==> config.mk <==
export PLATFORM = sky130hd
export DESIGN_NAME = icfc_reset_ctrl
export DESIGN_NICKNAME = d
export VERILOG_FILES = /design/src/rtl/icfc_pkg.sv /design/src/rtl/icfc_edge_sync.sv /design/src/rtl/icfc_pulse_fsm.sv /design/src/rtl/icfc_window_timer.sv /design/src/rtl/icfc_accum.sv /design/src/rtl/icfc_reset_ctrl.sv
export SDC_FILE = /design/constraint.sdc
export NUM_CORES = 1
export LEC_CHECK = 0
export BUFFER_PORTS_ARGS = -buffer_cell sky130_fd_sc_hd__buf_2
export CAP_MARGIN = 30
export CORE_AREA = 4 4 148 122
export CTS_BUF_LIST = sky130_fd_sc_hd__clkbuf_2 sky130_fd_sc_hd__clkbuf_4 sky130_fd_sc_hd__clkbuf_8
export DETAILED_ROUTE_END_ITERATION = 10
export DIE_AREA = 0 0 152 126
export SLEW_MARGIN = 0
export SYNTH_ARGS = -nofsm -noshare
export SYNTH_HDL_FRONTEND = slang
export SYNTH_SLANG_ARGS = --single-unit
export TNS_END_PERCENT = 30
==> constraint.sdc <==
create_clock -name clk_i -period 3.9 [get_ports clk_i]
set_clock_uncertainty 0.2 [all_clocks]
set_input_delay 0.975 -clock clk_i [delete_from_list [all_inputs] [get_ports clk_i]]
set_output_delay 0.975 -clock clk_i [all_outputs]
set_load 0.05 [all_outputs]
==> src/rtl/icfc_pkg.sv <==
package icfc_pkg;
    typedef enum logic {
        ST_IDLE  = 1'b0,
        ST_PULSE = 1'b1
    } pulse_st_e;
endpackage

==> src/rtl/icfc_edge_sync.sv <==
module icfc_edge_sync #(
    parameter int STAGES = 2
) (
    input  logic clk_i,
    input  logic rst_ni,
    input  logic cmp_i,
    output logic edge_o
);
    logic [STAGES-1:0] chain_q;
    logic              prev_q;

    generate
        if (STAGES == 1) begin : g_one
            always_ff @(posedge clk_i or negedge rst_ni) begin
                if (!rst_ni) chain_q <= '0;
                else         chain_q <= cmp_i;
            end
        end else begin : g_many
            always_ff @(posedge clk_i or negedge rst_ni) begin
                if (!rst_ni) chain_q <= '0;
                else         chain_q <= {chain_q[STAGES-2:0], cmp_i};
            end
        end
    endgenerate

    always_ff @(posedge clk_i or negedge rst_ni) begin
        if (!rst_ni) prev_q <= 1'b0;
        else         prev_q <= chain_q[STAGES-1];
    end

    assign edge_o = chain_q[STAGES-1] & ~prev_q;


    edge_single_chk: assert property (@(posedge clk_i) disable iff (!rst_ni)
        edge_o |=> !edge_o);
endmodule

==> src/rtl/icfc_pulse_fsm.sv <==
module icfc_pulse_fsm
    import icfc_pkg::*;
#(
    parameter int PL_W = 8
) (
    input  logic            clk_i,
    input  logic            rst_ni,
    input  logic            edge_i,
    input  logic [PL_W-1:0] len_i,
    output logic            start_o,
    output logic            int_rst_o
);
    pulse_st_e       state_q, state_d;
    logic [PL_W-1:0] left_q, left_d;

    always_comb begin
        state_d = state_q;
        left_d  = left_q;
        unique case (state_q)
            ST_IDLE: begin
                if (edge_i) begin
                    state_d = ST_PULSE;
                    left_d  = len_i - 1'b1;
                end
            end
            ST_PULSE: begin
                if (left_q == '0) state_d = ST_IDLE;
                else              left_d  = left_q - 1'b1;
            end
            default: state_d = ST_IDLE;
        endcase
    end

    always_ff @(posedge clk_i or negedge rst_ni) begin
        if (!rst_ni) begin
            state_q <= ST_IDLE;
            left_q  <= '0;
        end else begin
            state_q <= state_d;
            left_q  <= left_d;
        end
    end

    always_comb begin
        start_o   = 1'b0;
        int_rst_o = 1'b0;
        unique case (state_q)
            ST_IDLE:  start_o   = edge_i;
            ST_PULSE: int_rst_o = 1'b1;
            default: ;
        endcase
    end


    latency_chk: assert property (@(posedge clk_i) disable iff (!rst_ni)
        $rose(int_rst_o) |-> $past(edge_i));
endmodule

==> src/rtl/icfc_window_timer.sv <==
module icfc_window_timer #(
    parameter int WIN_W = 23
) (
    input  logic             clk_i,
    input  logic             rst_ni,
    input  logic [WIN_W-1:0] win_len_i,
    output logic             tick_o
);
    logic [WIN_W-1:0] tmr_q;
    logic [WIN_W:0]   next_ext;

    assign next_ext = {1'b0, tmr_q} + 1'b1;
    assign tick_o   = next_ext >= {1'b0, win_len_i};

    always_ff @(posedge clk_i or negedge rst_ni) begin
        if (!rst_ni)     tmr_q <= '0;
        else if (tick_o) tmr_q <= '0;
        else             tmr_q <= tmr_q + 1'b1;
    end
endmodule

==> src/rtl/icfc_accum.sv <==
module icfc_accum #(
    parameter int CNT_W  = 16,
    parameter int PL_W   = 8,
    localparam int DEAD_W = CNT_W + PL_W
) (
    input  logic              clk_i,
    input  logic              rst_ni,
    input  logic              start_i,
    input  logic [PL_W-1:0]   len_i,
    input  logic              tick_i,
    output logic [CNT_W-1:0]  count_o,
    output logic [DEAD_W-1:0] dead_o,
    output logic              ovf_o,
    output logic              valid_o
);
    logic [CNT_W-1:0]  cnt_q, cnt_d;
    logic [DEAD_W-1:0] dead_q, dead_d;
    logic              ovf_q, ovf_d, full;

    assign full = (cnt_q == '1);

    always_comb begin
        cnt_d  = cnt_q;
        dead_d = dead_q;
        ovf_d  = ovf_q;
        if (start_i) begin
            if (full) begin
                ovf_d = 1'b1;
            end else begin
                cnt_d  = cnt_q + 1'b1;
                dead_d = dead_q + DEAD_W'(len_i);
            end
        end
    end

    always_ff @(posedge clk_i or negedge rst_ni) begin
        if (!rst_ni) begin
            cnt_q   <= '0;
            dead_q  <= '0;
            ovf_q   <= 1'b0;
            count_o <= '0;
            dead_o  <= '0;
            ovf_o   <= 1'b0;
            valid_o <= 1'b0;
        end else if (tick_i) begin
            count_o <= cnt_d;
            dead_o  <= dead_d;
            ovf_o   <= ovf_d;
            valid_o <= 1'b1;
            cnt_q   <= '0;
            dead_q  <= '0;
            ovf_q   <= 1'b0;
        end else begin
            cnt_q   <= cnt_d;
            dead_q  <= dead_d;
            ovf_q   <= ovf_d;
            valid_o <= 1'b0;
        end
    end


    sat_hold_chk: assert property (@(posedge clk_i) disable iff (!rst_ni)
        (full && !tick_i) |=> (cnt_q == '1));

    ovf_full_chk: assert property (@(posedge clk_i) disable iff (!rst_ni)
        (valid_o && ovf_o) |-> (count_o == '1));
endmodule

==> src/rtl/icfc_reset_ctrl.sv <==
module icfc_reset_ctrl #(
    parameter int WIN_W  = 23,
    parameter int PL_W   = 8,
    parameter int CNT_W  = 16,
    parameter int SYNC_N = 2,
    localparam int DEAD_W = CNT_W + PL_W
) (
    input  logic              clk_i,
    input  logic              rst_ni,
    input  logic              cmp_i,
    input  logic [WIN_W-1:0]  win_len_i,
    input  logic [PL_W-1:0]   pulse_len_i,
    output logic              int_rst_o,
    output logic [CNT_W-1:0]  count_o,
    output logic [DEAD_W-1:0] dead_o,
    output logic              ovf_o,
    output logic              valid_o
);
    logic            cmp_edge, pulse_start, win_tick;
    logic [PL_W-1:0] len_eff;

    assign len_eff = (pulse_len_i == '0) ? PL_W'(1) : pulse_len_i;

    icfc_edge_sync #(.STAGES(SYNC_N)) u_sync (
        .clk_i(clk_i), .rst_ni(rst_ni), .cmp_i(cmp_i), .edge_o(cmp_edge)
    );

    icfc_pulse_fsm #(.PL_W(PL_W)) u_fsm (
        .clk_i(clk_i), .rst_ni(rst_ni), .edge_i(cmp_edge), .len_i(len_eff),
        .start_o(pulse_start), .int_rst_o(int_rst_o)
    );

    icfc_window_timer #(.WIN_W(WIN_W)) u_win (
        .clk_i(clk_i), .rst_ni(rst_ni), .win_len_i(win_len_i), .tick_o(win_tick)
    );

    icfc_accum #(.CNT_W(CNT_W), .PL_W(PL_W)) u_acc (
        .clk_i(clk_i), .rst_ni(rst_ni), .start_i(pulse_start), .len_i(len_eff),
        .tick_i(win_tick), .count_o(count_o), .dead_o(dead_o), .ovf_o(ovf_o),
        .valid_o(valid_o)
    );


    no_retrigger_chk: assert property (@(posedge clk_i) disable iff (!rst_ni)
        (int_rst_o && cmp_edge) |-> !pulse_start);
endmodule

==> results by group <==
Outcome
  • Run status: finished, final reports clean

Setup path
  • Crit path capture type: flop
  • Worst R2R End: u_acc.count_o[2]$_DFFE_PN0P_
  • Reg-to-reg slack, setup: approximately 0.33 ns
  • Crit path launch type: flop
  • R2R depth: 15
  • Kind of critical path: reg2reg
  • CP Data Arrival Time: between 3 and 4 ns
  • RR Startpoint: u_win.tmr_q[1]$_DFF_PN0_
  • Worst Path Max Fanout: 23
  • Worst path required time: between 4 and 5 ns

Clock tree
  • Htree depth: 4
  • Clk_lat worst skew: 0.44 ns
  • Inserted Clock Buffers: 17
  • Worst-path clk slew: about 0.070 ns
  • Root Driver: clkbuf_8
  • Post-CTS Hold Fix Bufs: 0
  • CTS tree: done
  • Max Root-Sink Buffers: 2
  • # clock sinks: 118

Die
  • Die X: between 150 and 200 um
  • Area of the die: 19150 um^2
  • Die Y: 126 um
  • Num rows: 42
  • Starting Density: about 40%
  • Core Area: roughly 16000 um^2
  • IO Pins: 77

Yosys
  • Ys async rst share: 100.0%
  • Post-Synthesis Cells: 660
  • Synth area leaders: dfrtp_1, ha_1, mux2i_1
  • Synth Register Bits: approximately 120
  • Part of the Yosys area used for sequential elements: 45.22%
  • Post-Syn Area: about 6500 um^2
  • Leading area contributor after synthesis: dfrtp_1
  • Post-synth EDFFs: 0
  • Top-area cell type share of the netlist area: around 45%
  • Yosys cell types: 51
  • Ys Warns: 0
  • Top_reg_cell synth: dfrtp_1
  • Count leader, synth: dfrtp_1
  • Commonest cells in the netlist: dfrtp_1, inv_1, nor2_1, mux2i_1
  • Mapped Avg Cell Area: between 9 and 10 um^2
  • Syn Nets: about 730

Drt
  • Detailed-route DRC error count: 0
  • Overall routed net length: between 15000 and 20000 um
  • Drt first pass iters: 4
  • Initial DRC count: 190
  • Vias after detailed routing: between 5000 and 6000
  • Detail Route Antenna Nets: 0
  • Via density: around 5
  • Drt wl/cell: 15.32 um

Pwr
  • Sequential power share: roughly two fifths
  • Comb pwr share: approximately 22%
  • Clock power frac: between 30% and 40%
  • LEAKAGE: 3.689 nW
  • Maximum VDD drop: 0.2567 mV
  • Sw Share: just over 30%
  • Pwr Density: between 400 and 500 nW/um^2
  • Switch Pwr: 1.125 mW
  • Pint: 2.506 mW

Place
  • Placed cell count: around 950
  • Detailed Place HPWL: around 11000 um
  • PortBufs: 76
  • Area after DPL: 7263 um^2
  • Pre-CTS WS: around 0.013 ns
  • GPL Wtd Cong: between 0.8 and 0.9

STA
  • # setup viols final: 0
  • Slew margin rel.: 48.07%
  • Slew @ Worst Pin: roughly 0.78 ns
  • F_max: between 0.2 and 0.3 GHz
  • Setup WS post-layout: 0.3265 ns
  • RSZ-0062 raised after global routing: no
  • Fin crit share: between 90% and 100%
  • Fin. max-slew vios: 0
  • Crit path time final: 3.573 ns
  • Final Hold Viols: 0
  • Setup TNS: 0 ns

Final layout
  • Final cell utilization of the core: about 48%
  • Nets: between 800 and 900
  • Post-route insts no fill: just under 1000
  • # diodes: 0
  • Share of cells above drive strength 1: between 10% and 20%
  • Fillcell total: between 1500 and 2000
  • Post-route cell area: approximately 7800 um^2
  • Layout area overhead: 19.43%

Global route
  • Pin count of the biggest net entering global routing: 59
  • Gr usage total: ~16%
  • First-pass GRT wire length: about 26000 um
  • GR Overflow Total: 0
  • Antenna violations before repair: 0
  • Vias in the first global route: slightly above 5000

Worst hold path
  • Hold Startpoint: u_sync.chain_q[0]$_DFF_PN0_
  • Hold Crit Endpoint: u_sync.chain_q[1]$_DFF_PN0_
  • WHS Path Cells: 0
  • Tightest Hold Check Type: reg2reg

Flow run
  • Max cap viols: 0
## layer usage
layer  track usage [%]  share of wire (%)  up-vias
met5                 0                  0        -
met4             4.545                1.3        0
met3             5.075                5.1       16
met2             24.56                 45      108
met1             22.80                 49     2449
li1                  -                  -     2474
## sequential cells by signal, summed over array words and instances (netlist names)
| signal | flops |
|---|---|
| u_fsm.left_q | 8 |
| u_acc.ovf_q | 1 |
| u_sync.prev_q | 1 |
| u_acc.valid_o | 1 |
| u_acc.count_o | 16 |
| u_acc.dead_q | 24 |
| u_win.tmr_q | 23 |
| u_fsm.state_q | 1 |
| u_acc.ovf_o | 1 |
| u_sync.chain_q | 2 |
| u_acc.dead_o | 24 |
| u_acc.cnt_q | 16 |
## metrics by stage
step	power (mW)	hold WS, ns
floorplan	2.031	0.1312
global placement	2.244	0.1425
detailed placement	2.280	0.1499
CTS	3.658	0.1665
global route	3.846	0.1796
finish	3.631	0.1636
## area by class of cell
class                      count  area (um^2)  area share (%)
multi-input combinational    456         3217           41.25
sequential                   118         2953           37.86
timing repair buffer         102        631.9           8.102
tap                          220        275.3           3.530
clock inverter                15        251.5           3.225
inverter                      63        236.5           3.032
clock buffer                  17        234.0           3.000
## timing repair
item / in CTS / in global routing
buffers inserted: 0 / 4
resized for setup: 0 / 3
setup endpoints to repair: 0 / 72
## critical path, stage by stage (launching register included)
cell and delay [ns]:
dfrtp_1 0.45, ha_2 0.29, nand2_1 0.07, nor4_1 0.27
buf_4 0.19, nand3_1 0.09, xnor2_1 0.16, ha_1 0.30
nand4_1 0.15, nor2_1 0.15, o2111ai_1 0.14, o211ai_1 0.20
buf_4 0.18, a21o_4 0.24, buf_12 0.20, mux2i_1 0.21
## cell families after synthesis
kind of cell / after synthesis / share of synthesized area, %
AOI/OAI and AO/OA: 88 / 8.891
xor gates and xnor gates: 57 / 7.645
adders and majority gates: 35 / 6.821
buffers and inverters: 87 / 5.882
DFF: 118 / 45.22
muxes: 46 / 7.128
and+or+nand+nor: 229 / 18.41
## power by group through the flow
stage	clock network [mW]	logic, mW	registers [mW]
after floorplan	0	0.567	1.46
after global placement	0	0.774	1.47
after detailed placement	0	0.809	1.47
after CTS	1.40	0.812	1.45
after global routing	1.46	0.920	1.47
final	1.37	0.814	1.45
## worst max-delay path by stage
| stage | depth (start not counted) | slack [ns] | startpoint | endpoint |
|---|---|---|---|---|
| after floorplan | 14 | 0.33 | u_win.tmr_q[0]$_DFF_PN0_ | u_acc.count_o[13]$_DFFE_PN0P_ |
| after global placement | 13 | 0.06 | pulse_len_i[1] | u_acc.dead_o[16]$_DFFE_PN0P_ |
| after detailed placement | 13 | 0.01 | pulse_len_i[1] | u_acc.dead_o[16]$_DFFE_PN0P_ |
| after CTS | 14 | 0.13 | u_win.tmr_q[1]$_DFF_PN0_ | u_win.tmr_q[21]$_DFF_PN0_ |
| after global routing | 15 | 0.04 | u_win.tmr_q[1]$_DFF_PN0_ | u_acc.count_o[5]$_DFFE_PN0P_ |
| final | 15 | 0.33 | u_win.tmr_q[1]$_DFF_PN0_ | u_acc.count_o[2]$_DFFE_PN0P_ |
## cell usage in the layout, fill, tap and decap left out, drive strengths merged, types with 3 or more instances in the layout
master / instances
a2111oi: 3
a211oi: 12
a21o: 7
a21oi: 31
a31oi: 6
and2: 6
and3: 5
and4: 5
buf: 102
bufinv: 6
clkbuf: 17
clkinv: 4
clkinvlp: 3
dfrtp: 118
ha: 34
inv: 65
mux2: 4
mux2i: 42
nand2: 29
nand2b: 7
nand3: 31
nand4: 18
nor2: 61
nor2b: 26
nor3: 18
nor3b: 3
nor4: 7
o211ai: 3
o21ai: 10
o22ai: 4
o31ai: 3
or3: 4
or4: 4
xnor2: 34
xor2: 23
Note: power is estimated with default switching activity, not from simulation.
